==> config.mk <==
export PLATFORM = sky130hd
export DESIGN_NAME = pwr_clkmode_ctrl
export DESIGN_NICKNAME = d
export VERILOG_FILES = /design/src/rtl/pwrmode_pkg.sv /design/src/rtl/pwr_wake_detect.sv /design/src/rtl/pwr_mode_fsm.sv /design/src/rtl/pwr_pll_cfg.sv /design/src/rtl/pwr_clk_route.sv /design/src/rtl/pwr_clkmode_ctrl.sv
export SDC_FILE = /design/constraint.sdc
export NUM_CORES = 1
export LEC_CHECK = 0
export BUFFER_PORTS_ARGS = -buffer_cell sky130_fd_sc_hd__buf_2
export CAP_MARGIN = 20
export CORE_ASPECT_RATIO = 1.1
export CORE_UTILIZATION = 34
export CTS_BUF_LIST = sky130_fd_sc_hd__clkbuf_16
export DETAILED_ROUTE_END_ITERATION = 10
export PLACE_DENSITY = 0.73
export SYNTH_ARGS = -nofsm -noshare
export SYNTH_HDL_FRONTEND = slang
export SYNTH_HIERARCHICAL = 1
export SYNTH_SLANG_ARGS = --single-unit
export TNS_END_PERCENT = 100
==> constraint.sdc <==
create_clock -name clk -period 1 [get_ports clk]
set_input_delay 0.15 -clock clk [delete_from_list [all_inputs] [get_ports clk]]
set_output_delay 0.15 -clock clk [all_outputs]
set_load 0.01 [all_outputs]
==> src/rtl/pwrmode_pkg.sv <==
package pwrmode_pkg;
  typedef enum logic [1:0] {
    MODE_HALT   = 2'b00,
    MODE_DIRECT = 2'b01,
    MODE_RUN    = 2'b10
  } pwr_mode_t;
endpackage

==> src/rtl/pwr_wake_detect.sv <==
module pwr_wake_detect #(
  parameter int N_WAKE = 3
) (
  input  logic [N_WAKE-1:0] wake_evt,
  input  logic [N_WAKE-1:0] wake_en,
  output logic              wake_hit
);
  logic [N_WAKE-1:0] qual;
  for (genvar i = 0; i < N_WAKE; i++) begin : g_qual
    assign qual[i] = wake_evt[i] & wake_en[i];
  end
  assign wake_hit = |qual;
endmodule

==> src/rtl/pwr_mode_fsm.sv <==
module pwr_mode_fsm
  import pwrmode_pkg::*;
(
  input  logic      clk,
  input  logic      rst_n,
  input  logic      run_sel,
  input  logic      pll_lock,
  input  logic      stop_req,
  input  logic      wake_hit,
  output pwr_mode_t mode_q,
  output logic      stop_pend_q
);
  pwr_mode_t mode_d;
  logic      stop_pend_d;

  always_comb begin
    mode_d = mode_q;
    unique case (mode_q)
      MODE_RUN:    if (!run_sel) mode_d = MODE_DIRECT;
      MODE_DIRECT: begin
        if (stop_pend_q && !wake_hit)                            mode_d = MODE_HALT;
        else if (run_sel && pll_lock && !stop_pend_q && !wake_hit) mode_d = MODE_RUN;
      end
      MODE_HALT:   if (wake_hit) mode_d = MODE_DIRECT;
      default:     mode_d = MODE_DIRECT;
    endcase
  end

  always_comb begin
    stop_pend_d = stop_pend_q;
    if (wake_hit)      stop_pend_d = 1'b0;
    else if (stop_req) stop_pend_d = 1'b1;
  end

  always_ff @(posedge clk or negedge rst_n) begin
    if (!rst_n) begin
      mode_q      <= MODE_DIRECT;
      stop_pend_q <= 1'b0;
    end else begin
      mode_q      <= mode_d;
      stop_pend_q <= stop_pend_d;
    end
  end

  // run never steps straight into halt
  p_run_not_halt_r4: assert property (@(posedge clk) disable iff (!rst_n)
    mode_q == MODE_RUN |=> mode_q != MODE_HALT);
  // halt never steps straight into run
  p_halt_not_run_r6: assert property (@(posedge clk) disable iff (!rst_n)
    mode_q == MODE_HALT |=> mode_q != MODE_RUN);
  // run entry needs PLL lock
  p_lock_gate_r3: assert property (@(posedge clk) disable iff (!rst_n)
    (mode_q == MODE_DIRECT && !pll_lock) |=> mode_q != MODE_RUN);
  // wake in halt leaves to direct-run with stop cleared
  p_wake_exit_r7: assert property (@(posedge clk) disable iff (!rst_n)
    (mode_q == MODE_HALT && wake_hit) |=> (mode_q == MODE_DIRECT && !stop_pend_q));
  // halt only entered from direct-run with a stop pending
  p_halt_entry_r5: assert property (@(posedge clk) disable iff (!rst_n)
    (mode_q != MODE_HALT) ##1 (mode_q == MODE_HALT) |->
      ($past(mode_q) == MODE_DIRECT && $past(stop_pend_q)));
endmodule

==> src/rtl/pwr_pll_cfg.sv <==
module pwr_pll_cfg
  import pwrmode_pkg::*;
#(
  parameter int PLL_W = 8
) (
  input  logic             clk,
  input  logic             rst_n,
  input  pwr_mode_t        mode,
  input  logic             pll_wr,
  input  logic [PLL_W-1:0] pll_wdata,
  output logic [PLL_W-1:0] pll_cfg
);
  always_ff @(posedge clk or negedge rst_n) begin
    if (!rst_n)                              pll_cfg <= '0;
    else if (pll_wr && mode == MODE_DIRECT)  pll_cfg <= pll_wdata;
  end

  // PLL word frozen outside direct-run
  p_pll_frozen_r8: assert property (@(posedge clk) disable iff (!rst_n)
    mode != MODE_DIRECT |=> $stable(pll_cfg));
endmodule

==> src/rtl/pwr_clk_route.sv <==
module pwr_clk_route
  import pwrmode_pkg::*;
#(
  parameter int DIV_W    = 4,
  parameter int HBUS_DIV = 2,
  parameter int PBUS_DIV = 4
) (
  input  pwr_mode_t        mode,
  output logic             clk_sel_pll,
  output logic             ref_clk_en,
  output logic             cpu_clk_en,
  output logic             bus_clk_en,
  output logic [DIV_W-1:0] hbus_div,
  output logic [DIV_W-1:0] pbus_div
);
  localparam logic [DIV_W-1:0] HDIV = DIV_W'(HBUS_DIV);
  localparam logic [DIV_W-1:0] PDIV = DIV_W'(PBUS_DIV);
  localparam logic [DIV_W-1:0] ONE  = DIV_W'(1);

  logic running, on_pll;
  assign on_pll      = (mode == MODE_RUN);
  assign running     = (mode != MODE_HALT);
  assign clk_sel_pll = on_pll;
  assign ref_clk_en  = running;
  assign cpu_clk_en  = running;
  assign bus_clk_en  = running;
  assign hbus_div    = on_pll ? HDIV : ONE;
  assign pbus_div    = on_pll ? PDIV : ONE;

  // gating and source never conflict
  always_comb begin
    a_gate_src_r2: assert (!(clk_sel_pll && !cpu_clk_en));
  end
endmodule

==> src/rtl/pwr_clkmode_ctrl.sv <==
module pwr_clkmode_ctrl
  import pwrmode_pkg::*;
#(
  parameter int N_WAKE   = 3,
  parameter int PLL_W    = 8,
  parameter int DIV_W    = 4,
  parameter int HBUS_DIV = 2,
  parameter int PBUS_DIV = 4
) (
  input  logic              clk,
  input  logic              rst_n,
  input  logic              run_sel,
  input  logic              stop_req,
  input  logic              pll_lock,
  input  logic [N_WAKE-1:0] wake_evt,
  input  logic [N_WAKE-1:0] wake_en,
  input  logic              pll_wr,
  input  logic [PLL_W-1:0]  pll_wdata,
  output logic [1:0]        mode,
  output logic              stop_pending,
  output logic              clk_sel_pll,
  output logic              ref_clk_en,
  output logic              cpu_clk_en,
  output logic              bus_clk_en,
  output logic [DIV_W-1:0]  hbus_div,
  output logic [DIV_W-1:0]  pbus_div,
  output logic [PLL_W-1:0]  pll_cfg
);
  logic      wake_hit;
  pwr_mode_t mode_q;

  pwr_wake_detect #(.N_WAKE(N_WAKE)) u_wake (
    .wake_evt(wake_evt), .wake_en(wake_en), .wake_hit(wake_hit));

  pwr_mode_fsm u_fsm (
    .clk(clk), .rst_n(rst_n), .run_sel(run_sel), .pll_lock(pll_lock),
    .stop_req(stop_req), .wake_hit(wake_hit),
    .mode_q(mode_q), .stop_pend_q(stop_pending));

  pwr_pll_cfg #(.PLL_W(PLL_W)) u_pll (
    .clk(clk), .rst_n(rst_n), .mode(mode_q), .pll_wr(pll_wr),
    .pll_wdata(pll_wdata), .pll_cfg(pll_cfg));

  pwr_clk_route #(.DIV_W(DIV_W), .HBUS_DIV(HBUS_DIV), .PBUS_DIV(PBUS_DIV)) u_route (
    .mode(mode_q), .clk_sel_pll(clk_sel_pll), .ref_clk_en(ref_clk_en),
    .cpu_clk_en(cpu_clk_en), .bus_clk_en(bus_clk_en),
    .hbus_div(hbus_div), .pbus_div(pbus_div));

  assign mode = mode_q;

  // halt means every gate closed
  p_halt_gated_r2: assert property (@(posedge clk) disable iff (!rst_n)
    mode == 2'b00 |-> (!ref_clk_en && !cpu_clk_en && !bus_clk_en));
endmodule

==> reports/metrics.yaml, run 1 <==
pwr:
  seq_power_share_pct: 33.6
  power_frac_comb_pct: 26.3
  power_frac_clock_pct: 40.1
  max-vdd-ir-drop_uv: 1680
  p_sw_uw: 422
  p_leak_uw: 0.000468
  p_per_area_nw_per_um2: 1970
  internal_power_uw: 1320
  p_sw_share_pct: 24.2
synth:
  synth.avg_cell_area_um2: 12.3
  synth.distinct_cells: 18
  yosysSeqAreaShare_pct: 49.8
  syn_area_um2: 556
  synth-seq-cells: 11
  postSynthCellCount: 45
  yosys_warnings: 6
global_route:
  grt-ovfl-total: 0
  grt_usage_pct: 12.7
  grt_pass1_vias: 444
  grt.busiest_layer: "met2"
  grt_use_met1_pct: 15.3
  antenna_found_initial: 0
  grt_start_max_net_pins: 12
  grtUsageMet2_pct: 22.5
  grt_util_met3_pct: 3.02
  grt_first_pass_wirelength_um: 1600
clocking:
  clk-insertion-delay-late_ns: 0.23
  h-tree-depth: 1
  clock-sinks: 11
  cts_tree: "built"
  cts-buffers-inserted: 3
  clockBufferDepth: 2
  root_buffer: "clkbuf_16"
  clkTransAtPathRegs_ns: 0.04
drt:
  wl_per_cell_um: 10.1
  via_count: 473
  drcViolationCount: 0
  antenna_left: 0
  first_pass_iters: 4
  avgViaCountPerCell: 4.50
  drtIter0Drc: 4
  routed_wl_um: 1060
setup_path:
  r2r-start: "u_fsm/mode_q[0]$_DFFE_PN1P_"
  reg2reg_to: "u_pll/pll_cfg[2]$_DFFE_PN0P_"
  start_kind: "register"
  ff2ff_path_depth: 3
  reg2reg_slack_ns: -0.22
  setup.worst_path.end_class: "output port"
  required_ns: 0.85
  worstSetupPathType: "reg2out"
  path_max_fanout: 5
  startpoint: "u_fsm/mode_q[0]$_DFFE_PN1P_"
  cp.arrival_ns: 1.14
  cp-endpoint: "pbus_div[2]"
placed_design:
  dp.final_hpwl_um: 841
  place_worst_setup_slack_ns: -0.169
  numPortBuffers: 38
  placed_cell_area_um2: 748
  placed_cells: 98
  gp_congestion: 0.702
finish:
  utilization_pct: 61.7
  syn_to_final_growth_pct: 59.5
  stdcell_area_um2: 886
  num_antenna_cells: 0
  stdcell_count: 105
  layout-drive-gt1-share_pct: 69.7
  final_nets: 110
floorplan:
  fp.dieW_um: 40.5
  die_h_um: 44.4
  ios: 43
  start_util_pct: 38.7
  rows: 14
  core_area_um2: 1440
  die-area_um2: 1800
timing:
  worst_hold_slack_ns: 0.144
  hold_violations: 0
  rsz0062_at_grt: "yes"
  slew_viol_final: 0
  setup_ws_ns: -0.287
  post-route-period-util_pct: 129
  setup_viol: 20
  fin_skew_ns: 0.000796
  min_period_ns: 1.29
  max_freq_ghz: 0.777
min_path:
  holdCritPathClass: "in2reg"
outcome:
  failed_checks: "setup timing"
  outcome: "complete, but fails checks"
run:
  maxCapViolCount: 0
==> final cells by class <==
cell class | instances | area (µm²)
clock buffer | 3 | 75.1
clock inverter | 1 | 3.75
fill | 131 | 551
inverter | 1 | 3.75
multi-input combinational | 27 | 228
sequential | 11 | 279
tap | 16 | 20.0
timing repair buffer | 46 | 277
==> per-layer routing <==
layer,wire (µm),up-vias
met5,0,-
met4,0,0
met3,68,0
met2,551,23
met1,440,218
li1,-,232
==> critical path, stage by stage (launching register included) <==
cell	delay [ns]
dfstp_2	0.55
and2b_2	0.22
buf_2	0.13
==> worst min-delay path by stage <==
| stage | from | to | cells past startpoint | slack (ns) |
|---|---|---|---|---|
| 3_5_place_dp | rst_n | u_pll/pll_cfg[4]$_DFFE_PN0P_ | 1 | 0.03 |
| 2_1_floorplan | rst_n | u_fsm/mode_q[1]$_DFFE_PN0P_ | 0 | -0.15 |
| 5_1_grt | pll_wdata[7] | u_pll/pll_cfg[7]$_DFFE_PN0P_ | 2 | 0.16 |
| 3_3_place_gp | rst_n | u_pll/pll_cfg[7]$_DFFE_PN0P_ | 1 | 0.03 |
| 4_1_cts | stop_req | u_fsm/stop_pend_q$_DFFE_PN0P_ | 3 | 0.14 |
| 6_report | stop_req | u_fsm/stop_pend_q$_DFFE_PN0P_ | 3 | 0.14 |
==> cells by family after synthesis <==
group	Yosys count	synth area share, %
other cells	1	0.675
compound gates	4	5.41
buf+inv	10	12.8
flops	11	49.8
simple gates	11	15.1
mux	8	16.2
==> flip-flops by register name, summed over array words and instances, names as in the netlist <==
signal and flops:
u_fsm/mode_q 2, u_fsm/stop_pend_q 1, u_pll/pll_cfg 8
==> through the flow <==
stage,setup TNS (ns),power [µW]
after floorplan,-1.54,837
after CTS,-4.42,1750
after global routing,-5.25,1830
after detailed placement,-1.78,1010
final,-4.27,1750
after global placement,-1.56,989
==> what timing repair did <==
item / 4_1_cts / 5_1_grt
hold endpoints to repair: 10 / 0
setup endpoints to repair: 19 / 20
hold buffers: 1 / 0
setup buffers: 2 / 1
gates resized for setup: 5 / 3
==> synthesized netlist by cell type <==
master	n	share of area, %
conb_1	1	0.68
nor4b_2	1	2.7
dfstp_2	1	4.7
and2b_2	1	1.6
dfrtp_1	10	45
a222oi_1	1	1.8
nand3b_4	1	3.6
inv_1	1	0.68
nand2b_1	1	1.1
or2_1	1	1.1
nor2_1	3	2.0
buf_4	9	12
nand2_1	1	0.68
mux2_2	8	16
a21oi_1	2	1.8
nand3_1	1	0.90
o32a_1	1	1.8
nand3b_1	1	1.4
==> power by group through the flow <==
stage	sequential (µW)	clock, µW	combinational, µW
after floorplan	642	0	195
after global placement	590	0	399
after detailed placement	595	0	411
after CTS	587	705	455
after global routing	601	723	503
final	587	700	458
==> cells in the final DEF (no fill, tap or decap) <==
| cell | netlist | layout |
|---|---|---|
| a21oi_1 | 2 | 2 |
| a222oi_1 | 1 | 1 |
| and2b_2 | 1 | 1 |
| buf_2 | 0 | 36 |
| buf_4 | 9 | 4 |
| buf_6 | 0 | 5 |
| clkbuf_16 | 0 | 3 |
| conb_1 | 1 | 4 |
| dfrtp_1 | 10 | 8 |
| dfrtp_2 | 0 | 2 |
| dfstp_2 | 1 | 1 |
| dlygate4sd3_1 | 0 | 1 |
| inv_1 | 1 | 2 |
| mux2_2 | 8 | 8 |
| nand2_1 | 1 | 1 |
| nand2b_1 | 1 | 1 |
| nand3_1 | 1 | 1 |
| nand3b_1 | 1 | 1 |
| nand3b_4 | 1 | 1 |
| nor2_1 | 3 | 3 |
| nor4b_4 | 0 | 1 |
| o32a_1 | 1 | 1 |
| or2_1 | 1 | 1 |
Power figures use the tool's default switching activity.
==> inputs of run 2 (changes only) <==
--- a/config.mk
+++ b/config.mk
@@ -12,6 +12,7 @@
 export CTS_BUF_LIST = sky130_fd_sc_hd__clkbuf_16
 export DETAILED_ROUTE_END_ITERATION = 10
 export PLACE_DENSITY = 0.73
+export REMOVE_ABC_BUFFERS = 1
 export SYNTH_ARGS = -nofsm -noshare
 export SYNTH_HDL_FRONTEND = slang
 export SYNTH_HIERARCHICAL = 1
==> run 2 against run 1 <==
Compared with the run above: the run still ends with setup timing left; core utilization grew 1.6 points; die area is the same; design area is 2.5% higher; worst setup slack worse by 0.012 ns; sequential power shrank 0.9%; critical endpoint is now clk_sel_pll.
==> reports/metrics.yaml, run 2 (same netlist as run 1, synthesis figures left out) <==
outcome:
  outcome: "complete, but fails checks"
  failed_checks: "setup timing"
timing:
  max_freq_ghz: 0.770  # -0.95%
  worst_hold_slack_ns: 0.146  # +0.00187 ns
  min_period_ns: 1.30  # +0.0123 ns
  slew_viol_final: 0  # unchanged
  hold_violations: 0  # unchanged
  setup_ws_ns: -0.299  # -0.0123 ns
  rsz0062_at_grt: "yes"
  fin_skew_ns: 0.00307  # +0.00228 ns
  post-route-period-util_pct: 130  # +1.2 points
  setup_viol: 19  # -5.0%
floorplan:
  die-area_um2: 1800  # unchanged
  die_h_um: 44.4  # unchanged
  start_util_pct: 38.7  # unchanged
  core_area_um2: 1440  # unchanged
  rows: 14  # unchanged
  ios: 43  # unchanged
  fp.dieW_um: 40.5  # unchanged
setup_path:
  worstSetupPathType: "reg2out"
  setup.worst_path.end_class: "output port"
  cp.arrival_ns: 1.15  # about the same
  required_ns: 0.85  # about the same
  path_max_fanout: 4  # -1
  startpoint: "u_fsm/mode_q[0]$_DFFE_PN1P_"
  start_kind: "register"
  r2r-start: "u_fsm/mode_q[0]$_DFFE_PN1P_"
drt:
  drtIter0Drc: 9  # +5
  first_pass_iters: 4  # unchanged
  avgViaCountPerCell: 4.55  # +0.96%
  wl_per_cell_um: 10.8  # +7.3%
  routed_wl_um: 1130  # +6.2%
  via_count: 473  # unchanged
  drcViolationCount: 0  # unchanged
  antenna_left: 0  # unchanged
pwr:
  p_leak_uw: 0.000476  # +1.7%
  p_per_area_nw_per_um2: 1950  # -1.0%
  max-vdd-ir-drop_uv: 1740  # +4.0%
clocking:
  root_buffer: "clkbuf_16"
  h-tree-depth: 1  # unchanged
  cts_tree: "built"
  clock-sinks: 11  # unchanged
  clkTransAtPathRegs_ns: 0.04  # about the same
  clockBufferDepth: 2  # unchanged
  cts-buffers-inserted: 3  # unchanged
  clk-insertion-delay-late_ns: 0.23  # about the same
finish:
  largest_reg_flops: 8  # unchanged
  utilization_pct: 63.2  # +1.6 points
  final_nets: 109  # -0.91%
  top_regs: "u_pll/pll_cfg: 8 flops, u_fsm/mode_q: 2 flops, u_fsm/stop_pend_q: 1 flops"
  num_antenna_cells: 0  # unchanged
  regMostFlops: "u_pll/pll_cfg"
  layout-drive-gt1-share_pct: 69.3  # -0.34 points
  final_cell_mix: "buf_2, dfrtp_1, buf_6"
  syn_to_final_growth_pct: 63.5
  layout_commonest_cell: "buf_2"
global_route:
  antenna_found_initial: 0  # unchanged
  grt_pass1_vias: 415  # -6.5%
  grt_first_pass_wirelength_um: 1700  # +6.5%
  grt_usage_pct: 14.6  # +1.9 points
  grt-ovfl-total: 0  # unchanged
  grt_start_max_net_pins: 12  # unchanged
placed_design:
  place_worst_setup_slack_ns: -0.207  # -0.0380 ns
  numPortBuffers: 38  # unchanged
  gp_congestion: 0.745  # +6.1%
  dp.final_hpwl_um: 833  # -0.95%
min_path:
  min_from: "pll_wdata[2]"
  holdCritPathClass: "in2reg"
run:
  maxCapViolCount: 0  # unchanged
run 2: metal layers:
layer | global-route usage, % | vias up | routed length, µm
met2 | 23.2 | 26 | 634
met4 | 4.00 | 0 | 0
met3 | 9.05 | 0 | 97
li1 | - | 230 | -
met1 | 16.0 | 217 | 393
met5 | 0 | - | 0
run 2: final cells by class:
| class | count | area [µm²] |
|---|---|---|
| clock inverter | 1 | 3.75 |
| tap | 16 | 20.0 |
| timing repair buffer | 45 | 297 |
| inverter | 1 | 3.75 |
| sequential | 11 | 277 |
| multi-input combinational | 27 | 233 |
| fill | 122 | 528 |
| clock buffer | 3 | 75.1 |
run 2: worst max-delay path, stage by stage, from the launching register on:
cell and delay, ns:
dfstp_2 0.54, and2b_2 0.25, buf_6 0.12
run 2: power breakdown:
group          internal [µW]  leakage, µW  switching (µW)
Combinational            282     0.000303             204
Clock                    523    0.0000423             181
Sequential               539     0.000131            43.3
run 2: through the flow:
stage	total power (µW)	instances	instance area, µm²	setup TNS (ns)
global placement	981	96	732	-1.54
CTS	1760	103	873	-4.23
global route	1880	104	908	-4.98
finish	1770	104	908	-4.11
detailed placement	995	96	732	-1.71
floorplan	802	39	499	-1.70
run 2: timing repair:
| action | in CTS | in global routing |
|---|---|---|
| resized for setup | 6 | 6 |
| buffers inserted | 3 | 1 |
| pin swaps | 1 | 5 |
| hold buffers | 1 | 0 |
| hold endpoints to repair | 10 | 0 |
| endpoints found under the setup margin | 18 | 18 |
run 2: path summary, 6_finish.rpt:
check	end	slack, ns	cells past startpoint
hold / removal	u_pll/pll_cfg[2]$_DFFE_PN0P_	0.15	2
setup reg to reg	u_pll/pll_cfg[5]$_DFFE_PN0P_	-0.22	3
min in group asynchronous	u_pll/pll_cfg[2]$_DFFE_PN0P_	0.32	2
max in group asynchronous	u_fsm/mode_q[0]$_DFFE_PN1P_	0.42	2
setup / recovery	clk_sel_pll	-0.30	2
hold reg to reg	u_pll/pll_cfg[2]$_DFFE_PN0P_	0.50	1
